[config.mk]
export PLATFORM = sky130hd
export DESIGN_NAME = mcf_filter_table
export DESIGN_NICKNAME = d
export VERILOG_FILES = /design/src/rtl/mcf_pkg.sv /design/src/rtl/mcf_host_regs.sv /design/src/rtl/mcf_entry_table.sv /design/src/rtl/mcf_match.sv /design/src/rtl/mcf_filter_table.sv
export SDC_FILE = /design/constraint.sdc
export NUM_CORES = 1
export LEC_CHECK = 0
export ABC_AREA = 1
export BUFFER_PORTS_ARGS = -buffer_cell sky130_fd_sc_hd__buf_2
export CORE_MARGIN = 2
export CORE_UTILIZATION = 60
export DETAILED_ROUTE_END_ITERATION = 16
export PLACE_DENSITY = 0.87
export SLEW_MARGIN = 10
export SYNTH_ARGS = -nofsm -noshare
export SYNTH_HDL_FRONTEND = slang
export SYNTH_SLANG_ARGS = --single-unit
[constraint.sdc]
create_clock -name clk -period 2 [get_ports clk]
set_input_delay 0.4 -clock clk [delete_from_list [all_inputs] [get_ports clk]]
set_output_delay 0.4 -clock clk [all_outputs]
set_load 0.01 [all_outputs]
[src/rtl/mcf_pkg.sv]
package mcf_pkg;
   localparam int unsigned HOST_AW = 12;
   localparam int unsigned HOST_DW = 32;
   localparam int unsigned MAC_W   = 48;

   localparam logic [11:0] OFS_STAGE_LO = 12'h388;
   localparam logic [11:0] OFS_STAGE_HI = 12'h38C;
   localparam logic [11:0] OFS_MODE     = 12'h390;

   localparam int unsigned SEL_LSB   = 16;
   localparam int unsigned RNW_POS   = 23;
   localparam int unsigned PROM_POS  = 31;
   localparam int unsigned GROUP_POS = 0;
endpackage

[src/rtl/mcf_host_regs.sv]
module mcf_host_regs
   import mcf_pkg::*;
#(
   parameter int unsigned ADDR_W = HOST_AW,
   parameter int unsigned DATA_W = HOST_DW,
   parameter int unsigned ADR_W  = MAC_W,
   parameter int unsigned SEL_W  = 2
) (
   input  logic              clk,
   input  logic              rst_n,
   input  logic              cfg_filter_default,
   input  logic              wr_en,
   input  logic              rd_en,
   input  logic [ADDR_W-1:0] addr,
   input  logic [DATA_W-1:0] wdata,
   output logic [DATA_W-1:0] rdata,
   output logic              tbl_we,
   output logic [SEL_W-1:0]  tbl_sel,
   output logic [ADR_W-1:0]  tbl_wdata,
   input  logic [ADR_W-1:0]  tbl_rdata,
   output logic              promisc
);
   localparam int unsigned HI_W = ADR_W - DATA_W;
   localparam logic [ADDR_W-1:0] A_LO   = ADDR_W'(OFS_STAGE_LO);
   localparam logic [ADDR_W-1:0] A_HI   = ADDR_W'(OFS_STAGE_HI);
   localparam logic [ADDR_W-1:0] A_MODE = ADDR_W'(OFS_MODE);

   logic [DATA_W-1:0] stage_lo_q;
   logic [HI_W-1:0]   stage_hi_q;
   logic [SEL_W-1:0]  sel_q;
   logic              rnw_q;
   logic              promisc_q;
   logic [DATA_W-1:0] rd_mux;
   logic              wr_lo, wr_hi, wr_mode, cmd_rnw;

   assign wr_lo   = wr_en && (addr == A_LO);
   assign wr_hi   = wr_en && (addr == A_HI);
   assign wr_mode = wr_en && (addr == A_MODE);
   assign cmd_rnw = wdata[RNW_POS];

   assign tbl_sel   = wdata[SEL_LSB +: SEL_W];
   assign tbl_we    = wr_hi && !cmd_rnw;
   assign tbl_wdata = {wdata[HI_W-1:0], stage_lo_q};
   assign promisc   = promisc_q;

   always_ff @(posedge clk) begin
      if (!rst_n) begin
         stage_lo_q <= '0;
         stage_hi_q <= '0;
         sel_q      <= '0;
         rnw_q      <= 1'b0;
         promisc_q  <= !cfg_filter_default;
      end else begin
         if (wr_lo) begin
            stage_lo_q <= wdata;
         end
         if (wr_hi) begin
            sel_q <= wdata[SEL_LSB +: SEL_W];
            rnw_q <= cmd_rnw;
            if (cmd_rnw) begin
               stage_lo_q <= tbl_rdata[DATA_W-1:0];
               stage_hi_q <= tbl_rdata[ADR_W-1:DATA_W];
            end else begin
               stage_hi_q <= wdata[HI_W-1:0];
            end
         end
         if (wr_mode) begin
            promisc_q <= wdata[PROM_POS];
         end
      end
   end

   always_comb begin
      rd_mux = '0;
      if (addr == A_LO) begin
         rd_mux = stage_lo_q;
      end else if (addr == A_HI) begin
         rd_mux[HI_W-1:0]          = stage_hi_q;
         rd_mux[SEL_LSB +: SEL_W]  = sel_q;
         rd_mux[RNW_POS]           = rnw_q;
      end else if (addr == A_MODE) begin
         rd_mux[PROM_POS] = promisc_q;
      end
   end

   always_ff @(posedge clk) begin
      if (!rst_n) begin
         rdata <= '0;
      end else begin
         rdata <= rd_en ? rd_mux : '0;
      end
   end
endmodule

[src/rtl/mcf_entry_table.sv]
module mcf_entry_table #(
   parameter int unsigned NUM_ENTRIES = 4,
   parameter int unsigned ADR_W       = 48,
   parameter int unsigned SEL_W       = 2
) (
   input  logic                         clk,
   input  logic                         rst_n,
   input  logic                         we,
   input  logic [SEL_W-1:0]             sel,
   input  logic [ADR_W-1:0]             wdata,
   output logic [ADR_W-1:0]             rdata,
   output logic [NUM_ENTRIES*ADR_W-1:0] entries
);
   for (genvar g = 0; g < NUM_ENTRIES; g++) begin : g_slot
      logic [ADR_W-1:0] slot_q;
      always_ff @(posedge clk) begin
         if (!rst_n) begin
            slot_q <= '0;
         end else if (we && (sel == SEL_W'(g))) begin
            slot_q <= wdata;
         end
      end
      assign entries[g*ADR_W +: ADR_W] = slot_q;
   end

   always_comb begin
      rdata = '0;
      for (int i = 0; i < NUM_ENTRIES; i++) begin
         if (sel == SEL_W'(i)) begin
            rdata = entries[i*ADR_W +: ADR_W];
         end
      end
   end
endmodule

[src/rtl/mcf_match.sv]
module mcf_match
   import mcf_pkg::*;
#(
   parameter int unsigned NUM_ENTRIES = 4,
   parameter int unsigned ADR_W       = 48,
   parameter bit          REG_HIT     = 1'b1
) (
   input  logic                         clk,
   input  logic                         rst_n,
   input  logic [NUM_ENTRIES*ADR_W-1:0] entries,
   input  logic                         promisc,
   input  logic                         da_valid,
   input  logic [ADR_W-1:0]             da_addr,
   output logic                         hit_valid,
   output logic                         hit
);
   logic [NUM_ENTRIES-1:0] slot_eq;
   logic                   accept;

   for (genvar g = 0; g < NUM_ENTRIES; g++) begin : g_cmp
      assign slot_eq[g] = (entries[g*ADR_W +: ADR_W] == da_addr);
   end

   assign accept = da_valid && (promisc || (da_addr[GROUP_POS] && (|slot_eq)));

   if (REG_HIT) begin : g_reg
      always_ff @(posedge clk) begin
         if (!rst_n) begin
            hit_valid <= 1'b0;
            hit       <= 1'b0;
         end else begin
            hit_valid <= da_valid;
            hit       <= accept;
         end
      end
   end else begin : g_comb
      assign hit_valid = da_valid;
      assign hit       = accept;
   end
endmodule

[src/rtl/mcf_filter_table.sv]
module mcf_filter_table
   import mcf_pkg::*;
#(
   parameter int unsigned NUM_ENTRIES = 4,
   parameter int unsigned ADDR_W      = HOST_AW,
   parameter int unsigned DATA_W      = HOST_DW,
   parameter int unsigned ADR_W       = MAC_W,
   parameter bit          REG_HIT     = 1'b1
) (
   input  logic              clk,
   input  logic              rst_n,
   input  logic              cfg_filter_default,
   input  logic              host_wr_en,
   input  logic              host_rd_en,
   input  logic [ADDR_W-1:0] host_addr,
   input  logic [DATA_W-1:0] host_wdata,
   output logic [DATA_W-1:0] host_rdata,
   input  logic              da_valid,
   input  logic [ADR_W-1:0]  da_addr,
   output logic              hit_valid,
   output logic              hit
);
   localparam int unsigned SEL_W = $clog2(NUM_ENTRIES);

   if (DATA_W != 32) begin : g_bad_dw
      $error("mcf_filter_table: DATA_W must be 32");
   end
   if (ADR_W <= DATA_W || ADR_W - DATA_W > SEL_LSB) begin : g_bad_aw
      $error("mcf_filter_table: upper address part must fit below the select field");
   end
   if (NUM_ENTRIES < 2 || SEL_W > RNW_POS - SEL_LSB) begin : g_bad_n
      $error("mcf_filter_table: NUM_ENTRIES out of range");
   end
   if (ADDR_W < 10) begin : g_bad_addr
      $error("mcf_filter_table: ADDR_W too narrow for register offsets");
   end

   logic                         tbl_we;
   logic [SEL_W-1:0]             tbl_sel;
   logic [ADR_W-1:0]             tbl_wdata;
   logic [ADR_W-1:0]             tbl_rdata;
   logic [NUM_ENTRIES*ADR_W-1:0] entries;
   logic                         promisc;

   mcf_host_regs #(
      .ADDR_W(ADDR_W), .DATA_W(DATA_W), .ADR_W(ADR_W), .SEL_W(SEL_W)
   ) u_regs (
      .clk(clk), .rst_n(rst_n), .cfg_filter_default(cfg_filter_default),
      .wr_en(host_wr_en), .rd_en(host_rd_en), .addr(host_addr),
      .wdata(host_wdata), .rdata(host_rdata),
      .tbl_we(tbl_we), .tbl_sel(tbl_sel), .tbl_wdata(tbl_wdata),
      .tbl_rdata(tbl_rdata), .promisc(promisc)
   );

   mcf_entry_table #(
      .NUM_ENTRIES(NUM_ENTRIES), .ADR_W(ADR_W), .SEL_W(SEL_W)
   ) u_table (
      .clk(clk), .rst_n(rst_n), .we(tbl_we), .sel(tbl_sel),
      .wdata(tbl_wdata), .rdata(tbl_rdata), .entries(entries)
   );

   mcf_match #(
      .NUM_ENTRIES(NUM_ENTRIES), .ADR_W(ADR_W), .REG_HIT(REG_HIT)
   ) u_match (
      .clk(clk), .rst_n(rst_n), .entries(entries), .promisc(promisc),
      .da_valid(da_valid), .da_addr(da_addr),
      .hit_valid(hit_valid), .hit(hit)
   );
endmodule

==> metrics.yaml <==
status:
  status: "complete, no violations"
setup_path:
  r2r-start: "u_table.g_slot[0].slot_q[12]"
  rrSetupSlack_ns: 0.16
  crit_path_top_delay_cell: "dfxtp_1"
  cp.arrival_ns: 2.32
  critPathKind: "reg2reg"
  cp-end-kind: "flop"
  max_stage_delay_ns: 0.33
  crit_family: "simple AND/OR/NAND/NOR gates"
  cp_cell_sequence: "xnor2_1 -> buf_4 -> nand2_1 -> nor2_1 -> nand2_1 -> nor2_1 -> nand3_1 -> nand2_1 -> o21ai_0 -> buf_4 -> a21oi_1"
  path_common_cell: "nand2_1"
  cp.required_ns: 2.48
  path_depth: 11
  startpoint_type: "flop"
  path_max_fanout: 3
  r2r-end: "u_match.hit"
  r2r_cells: 11
  worst-path-buf-inv: 2
synthesis:
  ys_warn_count: 0
  synth-xor-area-share: 0.103
  synth_adder_area_share: 0
  ys_ff_latch: 278
  synth_edf_count: 1
  netlist_area_mm2: 0.0136
  synth_largest_area_cell: "dfxtp_1"
  synth_compound_area_frac: 0.224
  yosys.area_share.simple: 0.178
  async_reset_ff_frac: 0
  yosys-top-cells-area: "dfxtp_1 41%, xnor2_1 10%, nand2_1 10%, a21oi_1 7.9%, o21ai_0 7.3%"
  synth_ff_type: "dfxtp_1"
  syn_area_per_cell_um2: 7.36
  seq_area_frac_synth: 0.411
  synthCells: 1842
  synth_cell_type_count: 37
  syn_nets: 1940
  synth_top_family_by_area: "compound AO/OA/AOI/OAI gates"
  muxShareOfSynthArea: 0
  yosys.area.top_type_share: 0.409
drt:
  dr.pass1.iters: 8
  wl_per_cell_um: 20.8
  routed_wl_um: 47000
  wl_met2_um: 20300
  wl_met1_um: 17200
  dr_wl_met3_um: 5500
  top_layer_used: "met4"
  ant_nets: 0
  drc: 0
  drt_iter0_drc: 1646
  vias_per_cell: 6.22
  via_count: 14000
layout:
  n_fill_cell: 1700
  drive_gt1_frac: 0.153
  area_growth_syn_to_layout_pct: 16.9
  multi_input_area_mm2: 0.00687
  seqCellArea_mm2: 0.00558
  fin_util: 0.719
  nets: 2055
  antenna_cells: 0
clock_tree:
  ctsResizeCount: 0
  ctsHoldBuffers: 0
  clock_latency_ns: 0.57
  cts_tree: "built"
  cts.path.max_buffers: 3
  cts_max_level: 1
  cts_setup_buffers: 0
  cts_buffers: 29
  cts.sinks: 278
  cts.clk_slew.worst_paths_ns: 0.06
  cts-root-buf: "clkbuf_16"
floorplanning:
  dieArea_mm2: 0.0238
  die_w_um: 154
  initial_core_util: 0.615
  coreArea_mm2: 0.0220
  row_count: 54
  boundaryPins: 132
  fp.dieH_um: 154
pwr:
  swShare: 0.246
  p_seq_frac: 0.466
  p_switching_mw: 2.92
  ir_worst_vdd_mv: 0.720
  leakage_nw: 6.13
  power_frac_comb: 0.079
  power.density_mw_per_mm2: 750
  p_int_mw: 8.97
  clkPwrFrac: 0.454
sta:
  min_period_over_period: 0.921
  clock_skew_ns: 0.0223
  fin_ws_ns: 0.158
  hold_viol: 0
  finalCriticalPeriod_ns: 1.84
  slew_violations: 0
  slew_headroom: 0.539
  finalSetupViolations: 0
  rsz0062_at_grt: "no"
  fmax_ghz: 0.543
  whs_ns: 0.0715
  worstMarginPinSlew_ns: 0.685
min_path:
  hp-class: "in2reg"
  hp-start: "da_valid"
  hold_end: "u_match.hit_valid"
  min_path_cells: 3
placement:
  port_buffers: 131
  dpl_worst_slack_ns: -0.136
  hpwlAfterDp_um: 33000
  routabilityCongestion: 0.994
global_routing:
  grt_pass1_vias: 13600
  grt_start_max_net_pins: 84
  grt.total_usage: 0.387
  grt_overflow: 0
  grt_pass1_wl_um: 72500
  antenna_found_initial: 0
run:
  maxCapViolCount: 0
-- state kept, by name, summed over array words and instances (netlist names) --
register	cells
u_regs.stage_hi_q	16
u_regs.rnw_q	1
u_match.hit	1
u_regs.sel_q	2
u_table.g_slot.slot_q	192
u_match.hit_valid	1
u_regs.rdata	32
u_regs.promisc	1
u_regs.stage_lo_q	32
-- per-layer routing --
layer / track usage / up-vias
met5: 0 / -
met4: 0.274 / 0
met3: 0.0754 / 257
met2: 0.612 / 1016
met1: 0.475 / 6453
li1: - / 6323
-- tightest hold or removal path: stages --
cell and delay (ns):
buf_2 0.08, nand2_1 0.06, inv_1 0.05
-- power by group through the flow --
stage | Combinational (mW) | Sequential, mW | Clock, mW
finish | 0.945 | 5.54 | 5.40
global route | 0.986 | 5.54 | 5.60
CTS | 0.908 | 5.54 | 5.39
detailed placement | 0.899 | 5.67 | 0
global placement | 0.888 | 5.67 | 0
floorplan | 0.481 | 5.67 | 0
-- synthesized netlist by cell type, types with 2 or more instances --
cell type,count
a211oi_2,6
a221oi_1,16
o221ai_1,5
o22ai_1,17
o21ai_1,26
buf_6,4
o21ai_0,199
inv_2,7
nor2_4,2
nand3_1,46
nor2_8,4
a31oi_1,23
or2_2,2
nor2_1,144
a211oi_1,10
clkbuf_2,2
o211ai_1,22
buf_2,30
nand4_1,18
dfxtp_1,277
nand2_1,363
clkbuf_1,93
a21oi_1,214
buf_1,2
xnor2_1,160
inv_1,122
clkinv_1,2
o32ai_1,4
o2111ai_1,5
buf_4,10
-- area by class of cell --
class	instances	area share
tap	280	0.0221
sequential	278	0.352
clock inverter	12	0.00600
inverter	131	0.0310
clock buffer	42	0.0539
timing repair buffer	225	0.102
multi-input combinational	1292	0.433
-- cells by family after synthesis --
family,count (synthesis)
and+or+nand+nor,584
AOI/OAI and AO/OA,548
DFF,278
buffers and inverters,272
xor gates and xnor gates,160
-- through the flow --
step           cells  power, mW  setup TNS, ns  instance area [um^2]
4_1_cts         2260       11.8              0                 15800
3_5_place_dp    2206       6.57         -10.06                 14900
6_report        2260       11.9              0                 15800
2_1_floorplan   1842       6.15              0                 13600
5_1_grt         2260       12.1              0                 15800
3_3_place_gp    2206       6.56         -0.929                 14900
-- cells in the final DEF, fill, tap and decap left out, types with 23 or more instances in the layout --
cell       count
a21oi_1      214
a31oi_1       23
buf_2        130
buf_4         75
clkbuf_16     29
dfxtp_1      277
inv_1        122
nand2_1      363
nand3_1       45
nor2_1       142
o21ai_0      199
o21ai_1       26
xnor2_1      160
-- how the worst max path moves through the flow --
stage                                             from                           end  slack [ns]
after global routing      u_table.g_slot[0].slot_q[12]                   u_match.hit        0.04
after detailed placement                  host_addr[5]  u_table.g_slot[1].slot_q[35]       -0.14
after floorplan                           host_addr[5]  u_table.g_slot[2].slot_q[18]        0.17
after global placement                    host_addr[5]  u_table.g_slot[2].slot_q[39]       -0.06
final                     u_table.g_slot[0].slot_q[12]                   u_match.hit        0.16
after CTS                 u_table.g_slot[0].slot_q[12]                   u_match.hit        0.22
Power figures use the tool's default switching activity.
